<file path="config.mk">
export PLATFORM = sky130hd
export DESIGN_NAME = phy_cfg_bridge
export DESIGN_NICKNAME = d
export VERILOG_FILES = /design/src/rtl/phy_cfg_bridge.sv
export SDC_FILE = /design/constraint.sdc
export NUM_CORES = 1
export LEC_CHECK = 0
export BUFFER_PORTS_ARGS = -buffer_cell sky130_fd_sc_hd__buf_2
export CORE_MARGIN = 5
export CORE_UTILIZATION = 45
export CTS_BUF_LIST = sky130_fd_sc_hd__clkbuf_2 sky130_fd_sc_hd__clkbuf_4 sky130_fd_sc_hd__clkbuf_8
export CTS_CLUSTER_SIZE = 28
export DETAILED_ROUTE_END_ITERATION = 7
export GPL_TIMING_DRIVEN = 0
export HOLD_SLACK_MARGIN = 0.05
export PLACE_DENSITY_LB_ADDON = 0.15
export SETUP_SLACK_MARGIN = 0.02
export SLEW_MARGIN = 10
export SYNTH_ARGS = -nofsm -noshare
export SYNTH_HDL_FRONTEND = slang
export SYNTH_SLANG_ARGS = --single-unit
</file>
<file path="constraint.sdc">
create_clock -name clk -period 6.1 [get_ports clk]
set_input_delay 0.915 -clock clk [delete_from_list [all_inputs] [get_ports clk]]
set_output_delay 0.915 -clock clk [all_outputs]
set_load 0.02 [all_outputs]
</file>
<file path="src/rtl/phy_cfg_bridge.sv">
module phy_cfg_bridge #(
  parameter int AW      = 6,
  parameter int DW      = 8,
  parameter int NENT    = 14,
  parameter int ACK_LAT = 4,
  parameter int TO_CYC  = 32
) (
  input  logic        clk,
  input  logic        rst_n,
  input  logic        host_wr,
  input  logic [31:0] host_wdata,
  output logic [31:0] host_rdata
);
  localparam int CW     = $clog2(TO_CYC + ACK_LAT + 2);
  localparam int WD_LO  = 8;
  localparam int RD_LO  = 16;
  localparam int WR_BIT = 24;
  localparam int RQ_BIT = 25;

  typedef enum logic [1:0] {IDLE, WAIT, ACKD} st_t;

  st_t            st;
  logic [CW-1:0]  cnt;
  logic [AW-1:0]  addr_q;
  logic [DW-1:0]  wdata_q, rdata_q, rd_val;
  logic           wr_q, rd_q, to_q;
  logic [DW-1:0]  ent [NENT];

  wire req    = wr_q | rd_q;
  wire ack    = (st == ACKD);
  wire commit = (st == WAIT) && req && (cnt == CW'(ACK_LAT - 1));

  assign host_rdata = {to_q, 4'b0, ack, rd_q, wr_q, rdata_q, wdata_q, 2'b0, addr_q};

  always_comb begin
    rd_val = '0;
    for (int i = 0; i < NENT; i++)
      if (addr_q == AW'(i)) rd_val = ent[i];
  end

  for (genvar g = 0; g < NENT; g++) begin : g_ent
    always_ff @(posedge clk)
      if (!rst_n) ent[g] <= '0;
      else if (commit && wr_q && addr_q == AW'(g)) ent[g] <= wdata_q;
  end

  always_ff @(posedge clk) begin
    if (!rst_n) begin
      addr_q  <= '0;
      wdata_q <= '0;
      wr_q    <= 1'b0;
      rd_q    <= 1'b0;
    end else if (host_wr) begin
      addr_q  <= host_wdata[AW-1:0];
      wdata_q <= host_wdata[WD_LO +: DW];
      wr_q    <= host_wdata[WR_BIT];
      rd_q    <= host_wdata[RQ_BIT];
    end
  end

  always_ff @(posedge clk) begin
    if (!rst_n) begin
      st      <= IDLE;
      cnt     <= '0;
      rdata_q <= '0;
      to_q    <= 1'b0;
    end else begin
      if (host_wr) to_q <= 1'b0;
      else if (ack && req && cnt == CW'(TO_CYC - 1)) to_q <= 1'b1;
      case (st)
        IDLE: if (req) begin
          st  <= WAIT;
          cnt <= CW'(1);
        end
        WAIT: if (!req) st <= IDLE;
          else if (commit) begin
            st  <= ACKD;
            cnt <= '0;
            if (rd_q && !wr_q) rdata_q <= rd_val;
          end else cnt <= cnt + 1'b1;
        ACKD: if (!req) st <= IDLE;
          else if (cnt < CW'(TO_CYC)) cnt <= cnt + 1'b1;
        default: st <= IDLE;
      endcase
    end
  end


  ack_needs_req_chk: assert property (@(posedge clk) disable iff (!rst_n)
    $rose(ack) |-> req);

  ack_hold_chk: assert property (@(posedge clk) disable iff (!rst_n)
    (ack && req) |=> ack);

  ack_fall_chk: assert property (@(posedge clk) disable iff (!rst_n)
    $fell(ack) |-> !$past(req));

  rdata_hold_chk: assert property (@(posedge clk) disable iff (!rst_n)
    !$rose(ack) |-> $stable(rdata_q));

  to_clear_chk: assert property (@(posedge clk) disable iff (!rst_n)
    host_wr |=> !to_q);

  to_rise_chk: assert property (@(posedge clk) disable iff (!rst_n)
    $rose(to_q) |-> $past(ack));
endmodule

</file>
==> metrics.txt <==
Post-Route WL=19.70 mm; Fin. Hold Viols=0; clk sinks=145; fin util=51.47%; Num CTS Buffers=17; worst-skew pair later-pin latency=0.45 ns; fin. max-slew vios=0; RSZ-0062 raised after global routing=false; WS Path Type=flip-flop to flip-flop; row cnt=45; Tot GR Track Use=22.16%; top post-synthesis cells by area=edfxtp_1, dfxtp_1, and2_1; Worst Max-Slew Pin Slew=1.256 ns; area delta synth->final=12.56%; f_max=0.3219 GHz; CP endpoint kind=flip-flop; die height=134.1 um; final net count=719; Crit Path Max Fanout=10; synthesized flop and latch total=145; Pwr Total=2089 uW; number of remaining DRC errors=0; CTS tree=built; EDFF count, synth=112; synth warn=0; DP HPWL=13.87 mm; commonest non-fill, non-tap cell in the layout=edfxtp_1; final setup margin=2.993 ns; final setup vio count=0; CTS Root Cell=clkbuf_8; Placement Setup Slack=2.929 ns; setup_tns=0 ns; routed via count=5248; DR WL/cell=22.41 um; Crit path required time=6.15 ns; final hold slack=0.4718 ns; post-CTS sizing=0; number of global-route vias before repair=5082; critical path data arrival time=3.16 ns; syn_area_per_cell=11.30 um^2; Clock transition at path regs=0.08 ns; Max Root-Sink Buffers=2; first-pass GRT wire length=29.77 mm; most frequent cells in the layout=edfxtp_1, and2_1, nor2_1; Pre-antenna DRT Iters=5; status=complete, no violations; total grt overflow=0; fill count=1354; die area=17970 um^2; layout cells sized above 1=15.92%; leakage power=0.003019 uW; Post-CTS Hold Fix Bufs=0; Seq/Total Area, Yosys=58.10%; initial antenna violation count=0; number of H-tree levels=4; # port buffers=42; type of the worst min-delay path=flip-flop to flip-flop; cells after synthesis=613; minimum clock period=3.107 ns; Ports=67; initial core utilization=45.72%; peak supply drop=0.1316 mV; Core ar.=15150 um^2; Via density=5.970; Post-synth ARST share=0%; clk_skew=0.01329 ns; crit share post-route=50.93%; Mapped Area=6925 um^2; maxcap violations=0; DRT iter0 DRCs=502; hold-critical path depth=2; top-area cell type share of the netlist area=48.56%; antenna-violating nets left=0; ys flop type=edfxtp_1; CP startpoint kind=flip-flop; Distinct cells, synth=59; Worst Reg-to-Reg Cells=4; pwr dens=268.0 nW/um^2; width of the die=134.1 um; Setup Fix Bufs, Post-CTS=0; gpl congestion=0.9491; Slew headroom=15.36%; area leader, netlist=edfxtp_1; Ant. Diodes=0; largest net degree at the start of global routing=17
## where the power goes
| group | internal, uW | switching [uW] |
|---|---|---|
| clock | 419 | 360 |
| sequential | 1090 | 23.9 |
| combinational | 61.5 | 132 |
| total | 1570 | 516 |
## logic make-up after synthesis
group                    Yosys count  synth area share, %
multiplexers                      27                4.625
AND/OR/NAND/NOR                  270                21.52
buffers and inverters             58                4.246
flip-flops                       145                58.10
AO/OA/AOI/OAI                    103                10.05
other                              1              0.05415
adder cells (fa/ha/maj)            5               0.9033
XOR/XNOR                           4               0.5058
## registers in the layout, indices dropped and copies added, names as in the netlist
name,flops
wr_q,1
addr_q,6
ent,112
st,2
cnt,6
rd_q,1
to_q,1
wdata_q,8
rdata_q,8
## metal layers
metal,share of wire (%),up-vias,wire length (um),track usage (%)
met4,4.0,0,788,10.12
met2,44,283,8667,33.07
met1,43,2548,8517,30.42
li1,-,2364,-,-
met5,0,-,0,0
met3,8.7,53,1723,5.851
## Yosys cell counts, types with 10 or more instances
cell type,count
and3_1,39
nor3_1,13
mux2i_1,23
clkbuf_1,26
buf_4,11
o21ai_0,28
a21oi_1,18
nand3_1,14
edfxtp_1,112
nor2_1,54
nand2_1,26
and2_1,82
buf_2,10
dfxtp_1,33
## final cells by class
class / count / area [um^2] / area share, %
Multi-Input combinational cell: 415 / 2631 / 33.76
Sequential cell: 145 / 4024 / 51.62
Inverter: 5 / 18.77 / 0.2408
Clock inverter: 10 / 136.4 / 1.750
Timing Repair Buffer: 42 / 210.2 / 2.697
Buffer: 53 / 275.3 / 3.531
Clock buffer: 21 / 264.0 / 3.387
Tap cell: 188 / 235.2 / 3.018
## stage by stage
stage,area [um^2],instances
global route,7795,879
global placement,7390,848
floorplan,6944,618
finish,7795,879
detailed placement,7395,848
CTS,7795,879
## path summary, 6_finish.rpt
path | startpoint | slack (ns) | endpoint
max reg2reg | addr_q[3] | 2.99 | ent[1][24]
min reg2reg | rdata_q[6] | 0.47 | rdata_q[6]
min | rdata_q[6] | 0.47 | rdata_q[6]
max | addr_q[3] | 2.99 | ent[1][24]
## critical path: stages, from the launching register on
cell     delay, ns
dfxtp_1       0.39
buf_6         0.16
nor3b_1       0.89
nand3_1       0.31
o21ai_0       0.97
No activity file was read; power rests on OpenSTA's default activity.
